$ cat src/rtl/nor_seq_loader.sv
module nor_seq_loader #(
  parameter int DATA_W      = 16,
  parameter int ADDR_W      = 26,
  parameter int FIRST_HOLD  = 4,
  parameter int RELEASE_DLY = 1
) (
  input  logic              clk,
  input  logic              rst_n,
  input  logic              done_i,
  input  logic [DATA_W-1:0] flash_data_i,
  output logic              rd_clk_o,
  output logic              flash_ce_n_o,
  output logic              flash_oe_n_o,
  output logic              flash_we_n_o,
  output logic [ADDR_W-1:0] flash_addr_o,
  output logic              pins_drive_o,
  output logic [DATA_W-1:0] word_o,
  output logic              word_valid_o,
  output logic              overflow_o
);

  localparam int HOLD_W = $clog2(FIRST_HOLD + 1);
  localparam int REL_W  = $clog2(RELEASE_DLY + 1);
  localparam logic [HOLD_W-1:0] HOLD_LAST = HOLD_W'(FIRST_HOLD - 1);
  localparam logic [REL_W-1:0]  REL_LAST  = REL_W'(RELEASE_DLY - 1);
  localparam logic [ADDR_W-1:0] ADDR_TOP  = {ADDR_W{1'b1}};

  generate
    if (DATA_W != 8 && DATA_W != 16) begin : g_bad_width
      $error("DATA_W must be 8 or 16");
    end
    if (FIRST_HOLD < 1 || RELEASE_DLY < 1 || ADDR_W < 1 || ADDR_W > 26) begin : g_bad_cfg
      $error("FIRST_HOLD and RELEASE_DLY must be >= 1, ADDR_W in 1..26");
    end
  endgenerate

  typedef enum logic [2:0] {S_PRE, S_HOLD, S_RUN, S_STOP, S_USER} state_t;

  state_t            st;
  logic              ph;
  logic              strobe_n;
  logic [ADDR_W-1:0] addr_q;
  logic [HOLD_W-1:0] hold_cnt;
  logic [REL_W-1:0]  rel_cnt;
  logic [DATA_W-1:0] word_q;
  logic              vld_q;
  logic              ovf_q;

  wire edge_rise = ~ph;
  wire edge_fall = ph;
  wire loading   = (st == S_PRE) || (st == S_HOLD) || (st == S_RUN);

  always_ff @(posedge clk or negedge rst_n) begin
    if (!rst_n) begin
      st       <= S_PRE;
      ph       <= 1'b0;
      strobe_n <= 1'b1;
      addr_q   <= '0;
      hold_cnt <= '0;
      rel_cnt  <= '0;
      word_q   <= '0;
      vld_q    <= 1'b0;
      ovf_q    <= 1'b0;
    end else begin
      vld_q <= 1'b0;
      ph    <= (st == S_USER) ? 1'b0 : ~ph;
      if (loading && done_i) begin
        st      <= S_STOP;
        rel_cnt <= '0;
      end else begin
        case (st)
          S_PRE: begin
            if (edge_fall) begin
              strobe_n <= 1'b0;
              hold_cnt <= '0;
              st       <= S_HOLD;
            end
          end
          S_HOLD: begin
            if (edge_rise) begin
              if (hold_cnt == HOLD_LAST) begin
                word_q <= flash_data_i;
                vld_q  <= 1'b1;
                st     <= S_RUN;
              end else begin
                hold_cnt <= hold_cnt + 1'b1;
              end
            end
          end
          S_RUN: begin
            if (edge_fall) begin
              if (addr_q == ADDR_TOP) ovf_q  <= 1'b1;
              else                    addr_q <= addr_q + 1'b1;
            end else if (!ovf_q) begin
              word_q <= flash_data_i;
              vld_q  <= 1'b1;
            end
          end
          S_STOP: begin
            if (rel_cnt == REL_LAST) begin
              st       <= S_USER;
              ph       <= 1'b0;
              strobe_n <= 1'b1;
            end else begin
              rel_cnt <= rel_cnt + 1'b1;
            end
          end
          default: begin
            ph       <= 1'b0;
            strobe_n <= 1'b1;
          end
        endcase
      end
    end
  end

  assign rd_clk_o     = ph;
  assign flash_ce_n_o = strobe_n;
  assign flash_oe_n_o = strobe_n;
  assign flash_we_n_o = 1'b1;
  assign flash_addr_o = addr_q;
  assign pins_drive_o = (st != S_USER);
  assign word_o       = word_q;
  assign word_valid_o = vld_q;
  assign overflow_o   = ovf_q;

endmodule


$ cat config.mk
export PLATFORM = sky130hd
export DESIGN_NAME = nor_seq_loader
export DESIGN_NICKNAME = d
export VERILOG_FILES = /design/src/rtl/nor_seq_loader.sv
export SDC_FILE = /design/constraint.sdc
export NUM_CORES = 1
export LEC_CHECK = 0
export BUFFER_PORTS_ARGS = -buffer_cell sky130_fd_sc_hd__buf_2
export CELL_PAD_IN_SITES_DETAIL_PLACEMENT = 0
export CELL_PAD_IN_SITES_GLOBAL_PLACEMENT = 1
export CORE_ASPECT_RATIO = 1.75
export CORE_MARGIN = 2
export CORE_UTILIZATION = 40
export DETAILED_ROUTE_END_ITERATION = 10
export GPL_TIMING_DRIVEN = 0
export HOLD_SLACK_MARGIN = 0.06
export PLACE_DENSITY = 0.85
export SYNTH_ARGS = -nofsm -noshare
export SYNTH_HDL_FRONTEND = slang
export SYNTH_SLANG_ARGS = --single-unit
$ cat constraint.sdc
create_clock -name clk -period 2.4 [get_ports clk]
set_input_delay 0.12 -clock clk [delete_from_list [all_inputs] [get_ports clk]]
set_output_delay 0.12 -clock clk [all_outputs]
set_load 0.005 [all_outputs]
==> results.md <==
* Critical Path RT at 2.60 ns
* Routability cong. at 0.772
* Antenna cells at 0
* Sequential element share of the synthesized area at 53.7%
* Ys flop type: dfrtp_1
* Max FO, Critical Path at 10
* Synthesized cell area at approximately 2400 sq um
* Dpl hpwl at 3670 um
* Final period utilization at 87.3%
* Initial DRC Count at 64
* End-of-flow core utilization at between 50% and 60%
* CTS H-tree lvls at 2
* GRT Util Overall at around 17%
* Yosys top cell by area: dfrtp_1
* Synth top area share at 52.7%
* Num Clock Sinks at 52
* Fillcell total at 548
* Arr. time, crit path at 2.30 ns
* Outcome: finished, final reports clean
* Fin. Hold Viols at 0
* Power, Total at a little under 0.002 W
* Distinct cells, synth at 38
* Worst-Skew Late Latency at 0.31 ns
* Global route total overflow at 0
* Largest net degree at the start of global routing at 53
* Crit path max-delay family: buffers and inverters
* Starting Density at 41.2%
* CP Buf/Inv Count at 2
* Warnings, synthesis at 0
* Port Buf Inserts at 66
* DRT antenna net count at 0
* Worst slew margin at about a quarter
* Post-DP Area at between 2000 and 3000 sq um
* VDD IR-drop max at just over 0.0003 V
* Vias per inst at 5.01
* Startpoint types: flop
* Reg2reg start: hold_cnt[0]$_DFFE_PN0P_
* Vias in the first global route at 1,917
* Final routed wire length divided by cell count at 13.5 um
* Register area at 1300 sq um
* Post-route minimum period at approximately 2.1 ns
* Via count at slightly below 2,000
* Syn-to-layout area delta at 27.9%
* Worst path max stage delay at 0.41 ns
* Clock Skew at 0.00490 ns
* Multi-input gate area at 1050 sq um
* Post-CTS setup buffer count at 0
* Design Area, Final at 3100 sq um
* Hold crit path type: input pin to async pin
* CP cell instances: ha_1 > ha_1 > nand2_1 > nor2_1 > a21oi_1 > or3_1 > buf_2 > buf_2 > mux2_2
* Slew Limit Fails at 0
* Setup violations, final at 0
* Synth top cells by count: 51 x dfrtp_1, 21 x mux2_2, 21 x nor2_1, 13 x nand2_1, 12 x xor2_1
* Total wire length at 5200 um
* Fmax at 477 MHz
* Post-synthesis register bit count at 52
* Synth area leaders: dfrtp_1 53%, mux2_2 9.8%, xor2_1 4.3%, xnor2_1 3.6%, nor2_1 3.3%
* Clock-pin slew on the worst setup and hold paths at 0.09 ns
* Crit end category: flop
* DIE HEIGHT at 107 um
* Synthesized Nets at 239
* NumNets Final at 328
* Pleak at roughly 1.6 nW
* Ys async rst share at 100%
* Crit path from: hold_cnt[0]$_DFFE_PN0P_
* Share of cells above drive strength 1 at 35.8%
* Worst setup margin at 0.304 ns
* Least-Margin Pin Slew at about 1.1 ns
* Rows at 37
* Worst setup path class: flop to flop
* CORE AREA at between 5000 and 6000 sq um
* CTS Buf Count at 5
* Post-synth EDFFs at 0
* # DRC at 0
* Die area at 6720 sq um
* Initial antenna violation count at 0
* CTS tree: yes
* Clock root buffer: clkbuf_8
* Maximum clock insertion buffer count at 2
* Power per standard cell area at 627 nW/um^2
* Pre-antenna DRT Iters at 4
* Count leader, synth: dfrtp_1
* I/O Pins at 68
* Cts repair resizes at 0
* Setup TNS at 0 ns
* Die width at ~63 um
* RSZ-0062 raised after global routing: no
* Pre-CTS WS at approximately 0.30 ns
* First-pass GRT wire length at 8810 um
* Max_cap viols at 0
* Post-Synthesis Cells at 217
* Syn Area/Cell at 11.2 sq um
* Slowest CP cell: dfrtp_1
registers in the layout, indices dropped and copies added, names as in the netlist:
register / flops
rd_clk_o: 1
hold_cnt: 3
word_o: 16
flash_addr_o: 26
word_valid_o: 1
flash_ce_n_o: 1
st: 3
overflow_o: 1
cell usage in the layout (no fill, tap or decap), types with 2 or more instances in the layout:
cell type and instances:
nand2_1 13, ha_1 3, clkbuf_8 5, dlygate4sd3_1 16, o21ai_0 3, dfrtp_1 51
nand3_1 11, xor2_1 12, nand4_1 11, nand4b_1 2, mux2_2 21, inv_1 8
nor3_1 5, and3_1 9, xnor2_1 10, buf_4 2, a21oi_1 7, buf_2 70
or3_1 4, nor2_1 21, clkinv_2 2
path summary, 6_finish.rpt:
kind / endpoint / slack, ns / cells after the start
setup / recovery: word_o[2]$_DFFE_PN0P_ / 0.30 / 9
hold / removal: word_o[7]$_DFFE_PN0P_ / 0.02 / 1
setup reg to reg: word_o[2]$_DFFE_PN0P_ / 0.30 / 9
hold reg to reg: word_o[1]$_DFFE_PN0P_ / 0.51 / 1
max in group asynchronous: flash_addr_o[16]$_DFFE_PN0P_ / 1.67 / 1
min in group clk: st[1]$_DFFE_PN0P_ / 0.15 / 3
kinds of logic after synthesis:
family	count (synthesis)	synth area share [%]
simple gates	86	19.5
flops	52	53.7
xor+xnor	22	7.95
mux	21	9.76
compound gates	17	4.49
buf+inv	15	2.89
fa+ha+maj	3	1.55
other cells	1	0.155
repair_timing:
item | CTS | global route
endpoints found under the setup margin | 0 | 0
hold endpoints to repair | 16 | 0
hold buffers | 16 | 0
power by group:
part / switching, W / leakage [nW] / total (W) / internal, W
Combinational: 0.000171 / 0.880 / 0.000381 / 0.000210
Sequential: 0.0000733 / 0.666 / 0.00107 / 0.000996
Clock: 0.000289 / 0.0479 / 0.000493 / 0.000204
metal layers:
metal	up-vias	track usage [%]	wire length (um)
met5	-	0	0
met4	0	8.73	155
met3	10	3.36	183
met2	38	30.4	2850
met1	944	18.1	2020
li1	935	-	-
metrics by stage:
| stage | hold slack, ns | std cells |
|---|---|---|
| floorplan | -0.176 | 217 |
| global placement | 0.353 | 361 |
| detailed placement | 0.359 | 361 |
| CTS | 0.0676 | 385 |
| global route | 0.113 | 385 |
| finish | 0.0244 | 385 |
final cells by class:
cell class	instances	share of cell area [%]
Buffer	7	1.29
Clock buffer	5	2.22
Clock inverter	3	0.606
Inverter	8	0.969
Multi-Input combinational cell	150	33.9
Sequential cell	52	42.0
Tap cell	78	3.15
Timing Repair Buffer	82	15.8
Note: power is estimated with default switching activity, not from simulation.
